## src/rtl/sym_framer_pkg.sv

```systemverilog
package sym_framer_pkg;

    // Sequencer phase in symbol mode
    typedef enum logic [1:0] {
        ST_IDLE = 2'd0,   // sync fill, also first preamble symbol
        ST_SOC  = 2'd1,   // start-of-cell symbol
        ST_DATA = 2'd2    // data slots
    } seq_state_t;

    // What the line register loads this cycle
    typedef enum logic [1:0] {
        SEL_SYNC = 2'd0,
        SEL_SOC  = 2'd1,
        SEL_DATA = 2'd2,
        SEL_RAW  = 2'd3
    } line_sel_t;

endpackage

```

## src/rtl/sym_seq_ctrl.sv

```systemverilog
module sym_seq_ctrl
    import sym_framer_pkg::*;
#(
    parameter int CELL_LEN = 53
) (
    input  logic      clk,
    input  logic      rst,
    input  logic      sym_en,
    input  logic      cell_valid,
    input  logic      cell_sof,
    output logic      cell_ready,
    output line_sel_t line_sel
);

    localparam int CNT_W = (CELL_LEN > 1) ? $clog2(CELL_LEN) : 1;
    localparam logic [CNT_W-1:0] LAST_SLOT = CNT_W'(CELL_LEN - 1);

    typedef struct packed {
        seq_state_t       st;
        logic [CNT_W-1:0] cnt;
    } seq_regs_t;

    seq_regs_t r_d, r_q;

    always_comb begin
        r_d        = r_q;
        cell_ready = 1'b0;
        line_sel   = SEL_SYNC;
        if (!sym_en) begin
            r_d.st     = ST_IDLE;
            r_d.cnt    = '0;
            cell_ready = 1'b1;
            line_sel   = SEL_RAW;
        end else begin
            case (r_q.st)
                ST_IDLE: begin
                    if (cell_valid) r_d.st = ST_SOC;
                end
                ST_SOC: begin
                    line_sel = SEL_SOC;
                    r_d.st   = ST_DATA;
                    r_d.cnt  = '0;
                end
                ST_DATA: begin
                    cell_ready = 1'b1;
                    if (r_q.cnt == '0 && !(cell_valid && cell_sof)) begin
                        // first slot must open a cell: drop and re-preamble
                        r_d.st = ST_IDLE;
                    end else if (cell_valid) begin
                        line_sel = SEL_DATA;
                        if (r_q.cnt == LAST_SLOT) begin
                            r_d.st  = ST_IDLE;
                            r_d.cnt = '0;
                        end else begin
                            r_d.cnt = r_q.cnt + 1'b1;
                        end
                    end
                end
                default: r_d.st = ST_IDLE;
            endcase
        end
    end

    always_ff @(posedge clk) begin
        if (rst) begin
            r_q.st  <= ST_IDLE;
            r_q.cnt <= '0;
        end else begin
            r_q <= r_d;
        end
    end


    cnt_range_chk: assert property (@(posedge clk) disable iff (rst)
        r_q.cnt <= LAST_SLOT);


    cell_wrap_chk: assert property (@(posedge clk) disable iff (rst)
        (sym_en && r_q.st == ST_DATA && r_q.cnt == LAST_SLOT && cell_valid)
        |=> (r_q.st == ST_IDLE && r_q.cnt == '0));


    ready_window_chk: assert property (@(posedge clk) disable iff (rst)
        (sym_en && cell_ready) |-> r_q.st == ST_DATA);


    bad_sof_chk: assert property (@(posedge clk) disable iff (rst)
        (sym_en && r_q.st == ST_DATA && r_q.cnt == '0 && cell_valid && !cell_sof)
        |=> r_q.st == ST_IDLE);


    gap_hold_chk: assert property (@(posedge clk) disable iff (rst)
        (sym_en && r_q.st == ST_DATA && r_q.cnt != '0 && !cell_valid)
        |=> (r_q.st == ST_DATA && r_q.cnt == $past(r_q.cnt)));

endmodule

```

## src/rtl/sym_line_mux.sv

```systemverilog
module sym_line_mux
    import sym_framer_pkg::*;
#(
    parameter int                DATA_W    = 8,
    parameter logic [DATA_W-1:0] SYNC_CODE = DATA_W'(1),
    parameter logic [DATA_W-1:0] SOC_CODE  = DATA_W'(2)
) (
    input  logic              clk,
    input  logic              rst,
    input  line_sel_t         line_sel,
    input  logic              cell_valid,
    input  logic [DATA_W-1:0] cell_data,
    output logic [DATA_W:0]   line_out
);

    localparam int              LINE_W   = DATA_W + 1;
    localparam logic [LINE_W-1:0] SYNC_SYM = {1'b1, SYNC_CODE};
    localparam logic [LINE_W-1:0] SOC_SYM  = {1'b1, SOC_CODE};

    logic [LINE_W-1:0] line_d, line_q;

    always_comb begin
        case (line_sel)
            SEL_SOC:  line_d = SOC_SYM;
            SEL_DATA: line_d = {1'b0, cell_data};
            SEL_RAW:  line_d = cell_valid ? {1'b0, cell_data} : '0;
            default:  line_d = SYNC_SYM;
        endcase
    end

    always_ff @(posedge clk) begin
        if (rst) line_q <= SYNC_SYM;
        else     line_q <= line_d;
    end

    assign line_out = line_q;


    cmd_code_chk: assert property (@(posedge clk) disable iff (rst)
        line_q[DATA_W] |-> (line_q == SYNC_SYM || line_q == SOC_SYM));


    soc_after_sync_chk: assert property (@(posedge clk) disable iff (rst)
        (line_q == SOC_SYM) |-> $past(line_q) == SYNC_SYM);

endmodule

```

## src/rtl/cell_sym_framer.sv

```systemverilog
module cell_sym_framer
    import sym_framer_pkg::*;
#(
    parameter int                CELL_LEN  = 53,
    parameter int                DATA_W    = 8,
    parameter logic [DATA_W-1:0] SYNC_CODE = DATA_W'(1),
    parameter logic [DATA_W-1:0] SOC_CODE  = DATA_W'(2)
) (
    input  logic              clk,
    input  logic              rst,
    input  logic              sym_en,
    input  logic              cell_valid,
    input  logic              cell_sof,
    input  logic [DATA_W-1:0] cell_data,
    output logic              cell_ready,
    output logic [DATA_W:0]   line_out
);

    line_sel_t line_sel;

    sym_seq_ctrl #(
        .CELL_LEN (CELL_LEN)
    ) u_ctrl (
        .clk        (clk),
        .rst        (rst),
        .sym_en     (sym_en),
        .cell_valid (cell_valid),
        .cell_sof   (cell_sof),
        .cell_ready (cell_ready),
        .line_sel   (line_sel)
    );

    sym_line_mux #(
        .DATA_W    (DATA_W),
        .SYNC_CODE (SYNC_CODE),
        .SOC_CODE  (SOC_CODE)
    ) u_mux (
        .clk        (clk),
        .rst        (rst),
        .line_sel   (line_sel),
        .cell_valid (cell_valid),
        .cell_data  (cell_data),
        .line_out   (line_out)
    );


    raw_pass_chk: assert property (@(posedge clk) disable iff (rst)
        ($past(!rst) && $past(!sym_en) && $past(cell_valid))
        |-> line_out == {1'b0, $past(cell_data)});

endmodule

```

## config.mk

```make
export PLATFORM = sky130hd
export DESIGN_NAME = cell_sym_framer
export DESIGN_NICKNAME = d
export VERILOG_FILES = /design/src/rtl/sym_framer_pkg.sv /design/src/rtl/sym_seq_ctrl.sv /design/src/rtl/sym_line_mux.sv /design/src/rtl/cell_sym_framer.sv
export SDC_FILE = /design/constraint.sdc
export NUM_CORES = 1
export LEC_CHECK = 0
export BUFFER_PORTS_ARGS = -buffer_cell sky130_fd_sc_hd__buf_2
export CAP_MARGIN = 25
export CORE_MARGIN = 3
export CORE_UTILIZATION = 50
export DETAILED_ROUTE_END_ITERATION = 7
export HOLD_SLACK_MARGIN = 0.06
export PLACE_DENSITY_LB_ADDON = 0.3
export RECOVER_POWER = 50
export SLEW_MARGIN = 20
export SYNTH_ARGS = -nofsm -noshare
export SYNTH_HDL_FRONTEND = slang
export SYNTH_SLANG_ARGS = --single-unit
```

## constraint.sdc

```tcl
create_clock -name clk -period 2.3 [get_ports clk]
set_input_delay 0.115 -clock clk [delete_from_list [all_inputs] [get_ports clk]]
set_output_delay 0.115 -clock clk [all_outputs]
set_load 0.01 [all_outputs]
```

[After elaboration in Yosys (flattened, before gate mapping)]
Cells that the tools add are included.
Widths: inputs -> output; s select.
Operators by class
  bitwise gates (word level): 1
  equality and inequality tests: 11
  reductions and logical operators: 9
  add/sub/neg operators: 1
  multiplexer cells: 16
Operator list (count)
  $pmux 9 s3: 1
  $mux 8: 2
  $mux 2: 6
  $mux 6: 2
  $pmux 6 s2: 1
  $add 6x1->6 const B: 1
  $eq 2x2->1 const B: 3
  $eq 6x6->1 const B: 1
  $logic_not 6->1: 1
  $ne 2x2->1 const B: 3
  $pmux 2 s3: 1
  $reduce_and 3->1: 2
  $eq 2x1->1 const B: 2
  $pmux 2 s2: 1
  $ne 3x1->1 const B: 1
  $ne 3x2->1 const B: 1
  $logic_and 1x1->1: 2
  $logic_not 2->1: 1
  $mux 1: 2
  $reduce_bool 2->1: 1
  $reduce_or 2->1: 1
  $logic_not 1->1: 1
  $not 1->1: 1
Word-level totals
  logic and storage cells: 41
  output and inout bits: 10
  input bits: 13
  flip-flop bits (word level): 17

[Depth between registers and ports, before layout]
  word-level depth: 8
  depth in mapped cells: 7
  mapped depth without buffers: 6

[Hierarchy]
A second synthesis with hierarchy kept.
Unflattened totals
  cells, all modules: 91
  area, all modules: 878.3 µm²
Modules (own cells, without submodules)
  sym_seq_ctrl: seq. area each 160.2 µm², area an instance 593.1 µm², cells each 66, instances 1
  sym_line_mux: seq. area each 180.2 µm², area an instance 285.3 µm², cells each 25, instances 1

[Least setup slack after synthesis]
No wires, ideal clock.
  path kind: flip-flop to flip-flop
  start point: reg u_ctrl.r_q[0] in the netlist's numbering
  end point: reg u_mux.line_q[2] (netlist: u_mux.line_out[2])
  setup time: 0.115 ns
  clock period less this slack: 1.623 ns
  path buffers: 0
  required time: 2.185 ns
  setup slack: 0.677 ns
  cell stages (with the launch flop): 7
  arrival time: 1.508 ns
  path through: dfxtp_1 -> inv_1 -> ha_1 -> or4b_4 -> o21ai_4 -> a211oi_2 -> and2_1
Between the ends
  word-level cells in the longest chain between the ends: 7
  elaborated cells on any way between the ends: 9
  classes of those cells: 3 x eq/ne; 4 x mux; 2 x reduce/logical
RTL lines
  start, declared: line sym_seq_ctrl.sv:23  | seq_regs_t r_d, r_q;
  start signal, assigned: line sym_seq_ctrl.sv:69  | r_q <= r_d;
  $logic_not 6->1 (*): line sym_seq_ctrl.sv:46  | if (r_q.cnt == '0 && !(cell_valid && cell_sof)) begin
  $logic_and 1x1->1 (*): line sym_seq_ctrl.sv:46
  $mux 2 (*): line sym_seq_ctrl.sv:46
  $pmux 2 s2 (*): line sym_seq_ctrl.sv:35  | case (r_q.st)
  $mux 2 (*): line sym_seq_ctrl.sv:29  | if (!sym_en) begin
  $eq 2x2->1 or $eq 2x1->1 (tied branches): line sym_line_mux.sv:23  | case (line_sel)
  $pmux 9 s3 (*): line sym_line_mux.sv:23
  end signal, assigned: line sym_line_mux.sv:33  | else line_q <= line_d;
  end, declared: line sym_line_mux.sv:20  | logic [LINE_W-1:0] line_d, line_q;
Mark *: on every way between the ends. The rest lies on a longest branch, timed or not.
A chain may end at the register's enable or synchronous reset.

[Worst setup path after layout]
  start point: reg u_ctrl.r_q[0] in the netlist's numbering
  end point: reg u_mux.line_q[7] (netlist: u_mux.line_out[7])
The elaborated chain is that of the path after synthesis.

==> results by group <==
Status
  – Outcome: finished, final reports clean

Drt
  – ANT nets after route: 0
  – # DRC: 0
  – Wire per inst: 13.9 microns
  – 1st-iter DRT viols: 11
  – Via count of the routed design: 848
  – DR vias/cell: 5.47
  – Pre-Repair DR Iteration Count: 4
  – Final wirelength: 2.15 mm

Yosys
  – Yosys cell types: 32
  – Area leader, netlist: dfxtp_1
  – Synthesized area: 898 sq um
  – List of most frequent post-synthesis cells: dfxtp_1 (17), inv_1 (8), nor2_1 (7)
  – Fraction of registers with async set or reset after synthesis: 0
  – Synth Net Count: 119
  – Top cell type's share of synthesized area: 0.379
  – Syn_area_per_cell: 8.98 sq um
  – Number of flops mapped to enable cells by yosys: 0
  – Syn. warnings: 0
  – FF+latch count, synth: 17
  – Top post-synthesis cells by area: dfxtp_1 (38%), ha_1 (8.4%), and2_1 (4.2%)
  – Cell count after synthesis: 100
  – Seq/Total Area, Yosys: 0.379
  – Post-synth top flop: dfxtp_1
  – Most frequent cell after synthesis: dfxtp_1

STA
  – Clock skew: 0.00552 ns
  – # setup viols final: 0
  – Final hold vios: 0
  – Final Cycle Share: 0.829
  – RSZ-0062 raised after global routing: false
  – Max Freq: 524 MHz
  – Post-route minimum period: 1.91 ns
  – Slew @ Worst Pin: 0.438 ns
  – Rel. slew slack: 0.704
  – Max Transition Viols Final: 0
  – TNS Setup: 0 ns

Die
  – Starting Density: 0.564
  – Core area: 0.00159 sq mm
  – Cell Rows: 14
  – Die width: 48.4 microns
  – Chip Height: 48.4 microns
  – Die ar.: 0.00234 sq mm
  – # IOs: 23

Critical path
  – Worst setup SP type: flip-flop
  – Setup CP Type: reg2reg
  – Worst path bufs/invs: 1
  – CP Max Fanout: 6
  – Critical path's slowest cell: or4b_1
  – RR Endpoint: u_mux.line_out[7]
  – Crit-path leading delay family: simple AND/OR/NAND/NOR gates
  – Critical path, cell by cell: inv_1 > ha_1 > or4b_1 > o21ai_4 > a211oi_2 > and2_1
  – FF-to-FF Start: u_ctrl.r_q[0]
  – Critical path origin: u_ctrl.r_q[0]
  – Crit-path max cell delay: 0.59 ns
  – Worst R2R Path Depth: 6
  – CP Capture Type: flip-flop
  – Worst EP required: 2.49 ns
  – WP data arrival: 2.10 ns
  – FF-to-FF setup slack: 0.39 ns

Final layout
  – Synth-to-Final Area Change: 24.1%
  – Fill cells: 131
  – Final non-filler cell total: 155
  – # nets final: 151
  – Number of diodes: 0
  – Ratio of cells with drive above 1 in the final layout: 0.145

Placement
  – Placed Cells: 143
  – DP Wirelength: 1.42 mm
  – GPL Wtd Cong: 0.828
  – Port bufs: 22

Min path
  – Hold Path Origin: cell_data[1]
  – Hold Path Class: in2reg
  – Hold-critical path depth: 3
  – Sink of the worst hold path: u_mux.line_out[1]

Power and ir drop
  – Leak: 0.442 nW
  – Power Density: 501 mW/mm^2
  – Worst vdd ir: 343 uV

Global route
  – Initial antenna violation count: 0
  – Largest net degree at the start of global routing: 13
  – Vias in the first global route: 780
  – Overall Global Routing Usage: 0.188
  – First-pass GRT wire length: 3.48 mm
  – Total global routing overflow: 0

Clock tree
  – Clock slew seen by the registers of the worst setup and hold paths: 0.11 ns
  – CTS buffer count: 3
  – CTS Sinks: 17
  – CTS Root Cell: clkbuf_4
  – CTS max path bufs: 2
  – Setup Fix Bufs, Post-CTS: 0
  – CTS H-tree depth: 1
  – Post-CTS Resized: 0
  – CTS tree: yes
  – Latest clock arrival within the worst-skew pair: 0.29 ns

Run
  – Max Cap Viol: 0
==> layout make-up <==
cell class | count | area [sq um] | share of cell area
multi-input cells | 72 | 509 | 0.457
flip-flops and latches | 17 | 340 | 0.305
repair buffers | 30 | 178 | 0.159
inverters | 8 | 30.0 | 0.0269
well taps | 24 | 30.0 | 0.0269
clock buffers | 3 | 22.5 | 0.0202
clock inverters | 1 | 5.00 | 0.00449
==> power breakdown <==
group          internal, mW  leakage, nW  switching (mW)  total (mW)
registers             0.303        0.139         0.00371       0.307
clock network        0.0647       0.0177          0.0990       0.164
logic                0.0398        0.285          0.0475      0.0873
==> cells by family after synthesis <==
| logic type | count (synthesis) | synth area share |
|---|---|---|
| AOI/OAI and AO/OA | 24 | 0.210 |
| muxes | 1 | 0.0111 |
| xor gates and xnor gates | 4 | 0.0390 |
| DFF | 17 | 0.379 |
| and+or+nand+nor | 37 | 0.227 |
| buffers and inverters | 11 | 0.0501 |
| adders and majority gates | 6 | 0.0836 |
==> flip-flops by register name (all words and copies together) (netlist names) <==
name and cells:
u_ctrl.r_q 8, u_mux.line_out 9
==> per-layer routing <==
layer  global-route usage  wire [microns]  up-vias
met5                    0               0        -
met3               0.0491              98        9
met1                0.200             882      396
met4               0.0758              67        0
met2                0.349            1100       28
li1                     -               -      415
==> layout by cell type, fill, tap and decap left out, types with 2 or more instances in the layout <==
cell	n
dfxtp_1	17
buf_2	12
clkbuf_1	10
inv_1	8
dlygate4sd3_1	8
nor2_1	7
nand2_1	6
and2_1	6
ha_1	6
nand2b_1	4
nand3_1	4
a31oi_1	4
a21oi_1	4
a21o_1	3
o211ai_1	3
xnor2_1	3
clkbuf_4	3
o21ai_4	2
o22ai_1	2
nor3_1	2
or3_1	2
==> how the worst max path moves through the flow <==
stage                     slack [ns]                 to  cells past startpoint
final                           0.39  u_mux.line_out[7]                      6
after global routing            0.31  u_mux.line_out[6]                      6
after CTS                       0.52  u_mux.line_out[6]                      6
after detailed placement        0.54  u_mux.line_out[6]                      6
after global placement          0.58  u_mux.line_out[4]                      6
after floorplan                 0.68  u_mux.line_out[2]                      6
==> timing repair <==
action,in CTS,in global routing
endpoints found under the hold margin,9,0
setup endpoints to repair,0,0
hold buffers,8,0
==> tightest hold or removal path, cell delays in order <==
cell and delay [ns]:
buf_2 0.11, o211ai_1 0.10, a31oi_1 0.08
==> metrics by stage <==
| stage | cell area (sq um) | hold slack [ns] | worst slack (ns) | util | power [mW] |
|---|---|---|---|---|---|
| 2_1_floorplan | 898 | 0.184 | 0.677 | - | 0.362 |
| 3_3_place_gp | 1020 | 0.314 | 0.581 | 0.642 | 0.387 |
| 3_5_place_dp | 1020 | 0.316 | 0.539 | 0.642 | 0.389 |
| 4_1_cts | 1130 | 0.147 | 0.517 | 0.710 | 0.559 |
| 5_1_grt | 1110 | 0.144 | 0.315 | 0.699 | 0.588 |
| 6_report | 1110 | 0.145 | 0.393 | 0.699 | 0.558 |
No activity file was read; power rests on OpenSTA's default activity.
